File: src/rtl/cal_pkg.sv
package cal_pkg;

    localparam int DIG_W         = 4;
    localparam int FIELD_W       = 2 * DIG_W;
    localparam int WDAY_W        = 3;
    localparam int DAYS_PER_WEEK = 7;

    typedef struct packed {
        logic [DIG_W-1:0] tens;
        logic [DIG_W-1:0] units;
    } bcd2_t;

    typedef struct packed {
        bcd2_t hour;
        bcd2_t minute;
        bcd2_t second;
    } tod_t;

    typedef struct packed {
        bcd2_t             year;
        bcd2_t             month;
        bcd2_t             mday;
        logic [WDAY_W-1:0] wday;
    } date_t;

    // Add one to a two-digit BCD value (no range limit applied here).
    function automatic bcd2_t bcd_inc(input bcd2_t v);
        bcd2_t r;
        if (v.units == DIG_W'(9)) begin
            r.units = '0;
            r.tens  = v.tens + DIG_W'(1);
        end else begin
            r.units = v.units + DIG_W'(1);
            r.tens  = v.tens;
        end
        return r;
    endfunction

    // Multiple of four test on a BCD year: even tens need units 0/4/8,
    // odd tens need units 2/6.
    function automatic logic leap_year(input bcd2_t y);
        logic r;
        if (!y.tens[0])
            r = (y.units == DIG_W'(0)) || (y.units == DIG_W'(4)) || (y.units == DIG_W'(8));
        else
            r = (y.units == DIG_W'(2)) || (y.units == DIG_W'(6));
        return r;
    endfunction

    // Last valid day of a month, in BCD.
    function automatic bcd2_t month_last_day(input bcd2_t m, input logic leap);
        bcd2_t r;
        case ({m.tens, m.units})
            8'h02:                      r = leap ? bcd2_t'(8'h29) : bcd2_t'(8'h28);
            8'h04, 8'h06, 8'h09, 8'h11: r = bcd2_t'(8'h30);
            default:                    r = bcd2_t'(8'h31);
        endcase
        return r;
    endfunction

endpackage

File: src/rtl/cal_bcd_cnt.sv
module cal_bcd_cnt
    import cal_pkg::*;
#(
    parameter logic [FIELD_W-1:0] RST_VAL = '0,
    parameter logic [FIELD_W-1:0] LOW_VAL = '0
) (
    input  logic  clk,
    input  logic  rst,
    input  logic  clr,
    input  logic  step,
    input  bcd2_t top_val,
    output bcd2_t q,
    output logic  at_top
);

    bcd2_t q_r;

    always_ff @(posedge clk) begin
        if (rst)
            q_r <= bcd2_t'(RST_VAL);
        else if (clr)
            q_r <= bcd2_t'(LOW_VAL);
        else if (step)
            q_r <= (q_r == top_val) ? bcd2_t'(LOW_VAL) : bcd_inc(q_r);
    end

    assign q      = q_r;
    assign at_top = (q_r == top_val);

endmodule

File: src/rtl/cal_wday_cnt.sv
module cal_wday_cnt
    import cal_pkg::*;
#(
    parameter logic [WDAY_W-1:0] RST_VAL = WDAY_W'(1)
) (
    input  logic              clk,
    input  logic              rst,
    input  logic              step,
    output logic [WDAY_W-1:0] q
);

    localparam logic [WDAY_W-1:0] LAST  = WDAY_W'(DAYS_PER_WEEK);
    localparam logic [WDAY_W-1:0] FIRST = WDAY_W'(1);

    logic [WDAY_W-1:0] q_r;

    always_ff @(posedge clk) begin
        if (rst)
            q_r <= RST_VAL;
        else if (step)
            q_r <= (q_r == LAST) ? FIRST : q_r + WDAY_W'(1);
    end

    assign q = q_r;

endmodule

File: src/rtl/cal_time_chain.sv
module cal_time_chain
    import cal_pkg::*;
#(
    parameter logic [FIELD_W-1:0] RST_HOUR = '0,
    parameter logic [FIELD_W-1:0] RST_MIN  = '0,
    parameter logic [FIELD_W-1:0] RST_SEC  = '0
) (
    input  logic clk,
    input  logic rst,
    input  logic clr,
    input  logic tick,
    input  logic min_adj,
    output tod_t tod,
    output logic day_carry
);

    localparam int N       = 3;
    localparam int MIN_IDX = 1;
    // Index 0 is seconds, 1 minutes, 2 hours.
    localparam logic [N*FIELD_W-1:0] TOPS = {8'h23, 8'h59, 8'h59};
    localparam logic [N*FIELD_W-1:0] RSTS = {RST_HOUR, RST_MIN, RST_SEC};

    logic [N:0]   carry;
    logic [N-1:0] at_top;
    logic [N-1:0] step;
    bcd2_t        val [N];

    assign carry[0] = tick;

    for (genvar i = 0; i < N; i++) begin : g_fld
        assign carry[i+1] = carry[i] & at_top[i];
        if (i == MIN_IDX) begin : g_adj
            assign step[i] = carry[i] | min_adj;
        end else begin : g_plain
            assign step[i] = carry[i];
        end
        cal_bcd_cnt #(
            .RST_VAL(RSTS[i*FIELD_W +: FIELD_W]),
            .LOW_VAL('0)
        ) u_cnt (
            .clk    (clk),
            .rst    (rst),
            .clr    (clr),
            .step   (step[i]),
            .top_val(bcd2_t'(TOPS[i*FIELD_W +: FIELD_W])),
            .q      (val[i]),
            .at_top (at_top[i])
        );
    end

    assign tod.second = val[0];
    assign tod.minute = val[1];
    assign tod.hour   = val[2];
    assign day_carry  = carry[N];

endmodule

File: src/rtl/cal_date_chain.sv
module cal_date_chain
    import cal_pkg::*;
#(
    parameter logic [FIELD_W-1:0] RST_YEAR  = 8'h00,
    parameter logic [FIELD_W-1:0] RST_MONTH = 8'h01,
    parameter logic [FIELD_W-1:0] RST_MDAY  = 8'h01,
    parameter logic [WDAY_W-1:0]  RST_WDAY  = WDAY_W'(1)
) (
    input  logic  clk,
    input  logic  rst,
    input  logic  roll,
    input  logic  day_adj,
    output date_t date
);

    localparam int N = 3;
    // Index 0 is day of month, 1 month, 2 year.
    localparam logic [N*FIELD_W-1:0] RSTS = {RST_YEAR, RST_MONTH, RST_MDAY};
    localparam logic [N*FIELD_W-1:0] LOWS = {8'h00, 8'h01, 8'h01};

    logic [N-1:0] carry;
    logic [N-1:0] at_top;
    logic [N-1:0] step;
    bcd2_t        val  [N];
    bcd2_t        tops [N];
    logic         day_step;

    assign tops[0] = month_last_day(val[1], leap_year(val[2]));
    assign tops[1] = bcd2_t'(8'h12);
    assign tops[2] = bcd2_t'(8'h99);

    assign carry[0] = roll;
    assign day_step = roll | day_adj;

    for (genvar i = 0; i < N; i++) begin : g_fld
        if (i < N - 1) begin : g_carry
            assign carry[i+1] = carry[i] & at_top[i];
        end
        if (i == 0) begin : g_adj
            assign step[i] = day_step;
        end else begin : g_plain
            assign step[i] = carry[i];
        end
        cal_bcd_cnt #(
            .RST_VAL(RSTS[i*FIELD_W +: FIELD_W]),
            .LOW_VAL(LOWS[i*FIELD_W +: FIELD_W])
        ) u_cnt (
            .clk    (clk),
            .rst    (rst),
            .clr    (1'b0),
            .step   (step[i]),
            .top_val(tops[i]),
            .q      (val[i]),
            .at_top (at_top[i])
        );
    end

    cal_wday_cnt #(
        .RST_VAL(RST_WDAY)
    ) u_wday (
        .clk (clk),
        .rst (rst),
        .step(day_step),
        .q   (date.wday)
    );

    assign date.mday  = val[0];
    assign date.month = val[1];
    assign date.year  = val[2];

endmodule

File: src/rtl/cal_clock_core.sv
module cal_clock_core
    import cal_pkg::*;
#(
    parameter logic [7:0] INIT_YEAR  = 8'h00,
    parameter logic [7:0] INIT_MONTH = 8'h01,
    parameter logic [7:0] INIT_MDAY  = 8'h01,
    parameter logic [2:0] INIT_WDAY  = 3'd1,
    parameter logic [7:0] INIT_HOUR  = 8'h00,
    parameter logic [7:0] INIT_MIN   = 8'h00,
    parameter logic [7:0] INIT_SEC   = 8'h00
) (
    input  logic       clk,
    input  logic       rst,
    input  logic       sec_tick,
    input  logic       hold,
    input  logic       clear,
    input  logic       adj_min,
    input  logic       adj_day,
    input  logic       adj_rate,
    output logic [7:0] sec_o,
    output logic [7:0] min_o,
    output logic [7:0] hour_o,
    output logic [2:0] wday_o,
    output logic [7:0] mday_o,
    output logic [7:0] month_o,
    output logic [7:0] year_o
);

    tod_t  tod;
    date_t date;
    logic  run;
    logic  clr_time;
    logic  min_step;
    logic  day_step;
    logic  tick_ok;
    logic  day_roll;

    // Priority: hold, then clear, then adjust, then the seconds pulse.
    assign run      = ~hold;
    assign clr_time = run & clear;
    assign min_step = run & ~clear & adj_min & adj_rate;
    assign day_step = run & ~clear & adj_day & adj_rate;
    assign tick_ok  = run & ~clear & sec_tick & ~min_step & ~day_step;

    cal_time_chain #(
        .RST_HOUR(INIT_HOUR),
        .RST_MIN (INIT_MIN),
        .RST_SEC (INIT_SEC)
    ) u_time (
        .clk      (clk),
        .rst      (rst),
        .clr      (clr_time),
        .tick     (tick_ok),
        .min_adj  (min_step),
        .tod      (tod),
        .day_carry(day_roll)
    );

    cal_date_chain #(
        .RST_YEAR (INIT_YEAR),
        .RST_MONTH(INIT_MONTH),
        .RST_MDAY (INIT_MDAY),
        .RST_WDAY (INIT_WDAY)
    ) u_date (
        .clk    (clk),
        .rst    (rst),
        .roll   (day_roll),
        .day_adj(day_step),
        .date   (date)
    );

    assign sec_o   = tod.second;
    assign min_o   = tod.minute;
    assign hour_o  = tod.hour;
    assign wday_o  = date.wday;
    assign mday_o  = date.mday;
    assign month_o = date.month;
    assign year_o  = date.year;

endmodule

File: config.mk
export PLATFORM = sky130hd
export DESIGN_NAME = cal_clock_core
export DESIGN_NICKNAME = d
export VERILOG_FILES = /design/src/rtl/cal_pkg.sv /design/src/rtl/cal_bcd_cnt.sv /design/src/rtl/cal_wday_cnt.sv /design/src/rtl/cal_time_chain.sv /design/src/rtl/cal_date_chain.sv /design/src/rtl/cal_clock_core.sv
export SDC_FILE = /design/constraint.sdc
export NUM_CORES = 1
export LEC_CHECK = 0
export BUFFER_PORTS_ARGS = -buffer_cell sky130_fd_sc_hd__buf_2
export CAP_MARGIN = 30
export CELL_PAD_IN_SITES_DETAIL_PLACEMENT = 1
export CELL_PAD_IN_SITES_GLOBAL_PLACEMENT = 2
export CORE_ASPECT_RATIO = 0.8
export CORE_MARGIN = 2
export CORE_UTILIZATION = 35
export DETAILED_ROUTE_END_ITERATION = 6
export GPL_TIMING_DRIVEN = 0
export PLACE_DENSITY = 0.95
export SYNTH_ARGS = -nofsm -noshare
export SYNTH_HDL_FRONTEND = slang
export SYNTH_SLANG_ARGS = --single-unit
export TNS_END_PERCENT = 1
File: constraint.sdc
create_clock -name clk -period 4.2 [get_ports clk]
set_input_delay 0.42 -clock clk [delete_from_list [all_inputs] [get_ports clk]]
set_output_delay 0.42 -clock clk [all_outputs]
set_load 0.005 [all_outputs]
==> key figures <==
Synthesis
  • Post-synth top area cell: dfxtp_1
  • Syn_area_per_cell: 8.61 µm²
  • Synth top cells by count: 51 x dfxtp_1, 37 x nor2_1, 32 x a21oi_1, 22 x ha_1, 19 x inv_1
  • Multiplexer share of the synthesized area: 2.99%
  • Netlist Area Pre-Place: 3060 µm²
  • Leading cell type by number of instances after synthesis: dfxtp_1
  • Post-synthesis compound-gate area fraction: 19.7%
  • Distinct cells, synth: 62
  • #FFs+latches synth: 51
  • EDFF count, synth: 0
  • Yosys warns: 0
  • Seq/Total Area, Yosys: between 30% and 40%
  • Synth async-reset ratio: 0%
  • Synth top area cells: dfxtp_1 33%, ha_1 9.0%, a21oi_1 5.2%
  • Adder-Cell Fraction of Synth Area: 9.00%
  • Synth Area in Simple Gates: between 20% and 30%
  • Syn nets: 385
  • Dominant synthesized flop cell: dfxtp_1
  • Post-synth top area share: between 30 and 40%
  • Post-synthesis xor/xnor area fraction: between 2 and 2.5%
  • Mapped Cells: 355
  • Main combinational cell family by area after synthesis: simple AND/OR/NAND/NOR gates

Timing
  • RSZ-0062 raised after global routing: false
  • Worst Setup Slack, final: 1360 ps
  • Max transition margin: a little under half
  • Worst hold slack: 518 ps
  • Slew Limit Fails: 0
  • Hold Violations, Final: 0
  • Setup violators final: 0
  • Crit path time final: 2840 ps
  • Worst Max-Slew Pin Slew: between 700 and 800 ps
  • Fmax: 352 MHz
  • Fin Clk Skew: 8.43 ps
  • Post-route setup TNS: 0 ps
  • Tcrit/Tclk final: around 68%

Worst setup path
  • Startpoint types: register
  • Slowest CP cell: a2111oi_2
  • CP Class: register to register
  • Critical path arrival: 3050 ps
  • WP data required: between 4000 and 5000 ps
  • CP delay by family, top: compound AO/OA/AOI/OAI gates
  • Worst-path fanout max: 7
  • Slowest stage delay, CP: 510 ps
  • Crit-path cells: inv_1, ha_1, or3b_4, a2111oi_2, o31ai_2, a211oi_2, a21oi_1, a211o_1
  • Critical Path Sink Type: register
  • CP Buf/Inv Count: 1

Layout
  • Antenna cells: 0
  • Area Overhead vs Synth: 17.4%
  • FILL cells: 1078
  • Final core occ: 42.3%
  • Share of layout cells above drive strength 1: 20.2%
  • Final instance area: 3590 µm²
  • Non-Filler Instances: 532
  • Post-layout nets: 450

Clocking
  • # resized after CTS: 0
  • Clock Sinks: 51
  • Max H-tree Level: 2
  • CTS tree: built
  • Cts bufs inserted: 5
  • Clk buf depth: 2
  • Postcts setup bufs: 0
  • CTS Hold Bufs: 0
  • Root buffer cell: clkbuf_8
  • Worst skew pair latency: 310 ps
  • Clk pin slew, worst setup/hold paths: 100 ps

Detailed routing
  • Total number of vias: between 2000 and 3000
  • WL/cell: 16.0 µm
  • Final antenna-violating net count: 0
  • Final WL: 8.51 mm
  • DRC Markers: 0
  • Via/cell ratio: 5.54
  • DR iter-0 viols: 114
  • First-pass DRT Iterations: 4

Pwr
  • Pint: 676 µW
  • Clock share of power: about two fifths
  • Combinational Power Share: 4.7%
  • Power per cell area: 244 nW/µm²
  • Worst IR Drop VDD: 0.000106 V
  • Tot Pwr: around 880 µW
  • Switching Share: 22.8%
  • Leak: 1.45 nW
  • Psw: 200 µW
  • Sequential share of power: 56.1%

Floorplanning
  • Die width: 109 µm
  • Die Height: 87.6 µm
  • Starting density of the core: 36.0%
  • Total die area: 9510 µm²
  • Row cnt: 30
  • Ports: 59
  • Total core area: 8480 µm²

GRT
  • Number of global-route vias before repair: just under 3000
  • Grt ovf: 0
  • Total track usage: approximately a fifth
  • Global-route wire length before repair: 14.4 mm
  • Initial antenna violation count: 0
  • Largest net degree at the start of global routing: 15

Placed design
  • GPL Wtd Cong: 0.788
  • Placement Cell Area: around 3500 µm²
  • Pre-CTS WS: 1400 ps
  • PortBufs: 58
  • Hpwl dp: 6.62 mm
  • Placed cell count: 525

Worst hold path
  • Worst hold path type: register to register

Status
  • Result of the run: completed

Job
  • Max-Cap Viols: 0
-- power groups by stage --
stage | Combinational [mW] | Clock (mW) | Sequential [mW]
2_1_floorplan | 0.0241 | 0 | 0.502
3_3_place_gp | 0.0402 | 0 | 0.503
3_5_place_dp | 0.0418 | 0 | 0.503
4_1_cts | 0.0420 | 0.357 | 0.492
5_1_grt | 0.0467 | 0.372 | 0.492
6_report | 0.0412 | 0.343 | 0.492
-- layout make-up --
class	count	area, µm²	area share, %
clock buffer	6	72.6	2.02
buffer	8	32.5	0.906
multi-input combinational	277	1930	53.8
inverter	19	71.3	1.99
timing repair buffer	58	290	8.08
clock inverter	1	30.0	0.836
tap	112	140	3.90
sequential	51	1020	28.4
-- registers in the layout (all words and copies together) (netlist names) --
register / count
u_date.g_fld.u_cnt.q: 24
u_time.g_fld.u_cnt.q: 24
u_date.u_wday.q: 3
-- final timing paths --
| check | from | to | slack [ps] | depth (start not counted) |
|---|---|---|---|---|
| worst max-delay path | u_date.g_fld[1].u_cnt.q[4]$_SDFFE_PP0P_ | u_date.g_fld[1].u_cnt.q[3]$_SDFFE_PP0P_ | 1360 | 8 |
| worst min-delay path | u_date.g_fld[2].u_cnt.q[7]$_SDFFE_PP0P_ | u_date.g_fld[2].u_cnt.q[7]$_SDFFE_PP0P_ | 520 | 2 |
| worst min register to register | u_date.g_fld[2].u_cnt.q[7]$_SDFFE_PP0P_ | u_date.g_fld[2].u_cnt.q[7]$_SDFFE_PP0P_ | 520 | 2 |
| worst max register to register | u_date.g_fld[1].u_cnt.q[4]$_SDFFE_PP0P_ | u_date.g_fld[1].u_cnt.q[3]$_SDFFE_PP0P_ | 1360 | 8 |
-- kinds of logic (layout without fill, tap and decap cells) --
logic type	Yosys count	in the layout
and+or+nand+nor	153	153
muxes	9	9
DFF	51	51
buffers and inverters	27	92
AOI/OAI and AO/OA	85	85
adders and majority gates	22	22
xor gates and xnor gates	8	8
-- routing by layer --
| metal | global-route usage, % | routed length (µm) | up-vias | share of wire (%) |
|---|---|---|---|---|
| li1 | - | - | 1444 | - |
| met1 | 26.6 | 4190 | 1441 | 49 |
| met2 | 30.8 | 3910 | 53 | 46 |
| met3 | 2.31 | 318 | 7 | 3.7 |
| met4 | 5.13 | 90 | 0 | 1.1 |
| met5 | 0 | 0 | - | 0 |
-- placed cells by master (no fill, tap or decap), types with 4 or more instances in the layout --
master,n
a211oi_1,4
nand3_1,17
mux2i_1,8
xor2_1,5
nor2_1,37
nor2b_1,6
ha_1,22
buf_2,60
or3_1,7
nand2b_1,8
clkbuf_8,5
nor3_1,9
dfxtp_1,51
nand2_1,16
o21ai_0,13
and3b_1,7
nand4_1,9
nand3b_1,7
clkbuf_1,7
or4_1,7
inv_1,19
a21oi_1,32
-- worst reg2reg max path: stages (launching register included) --
cell,delay (ps)
dfxtp_1,390
inv_1,90
ha_1,230
or3b_4,440
a2111oi_2,510
o31ai_2,190
a211oi_2,510
a21oi_1,150
a211o_1,240
No activity file was read; power rests on OpenSTA's default activity.
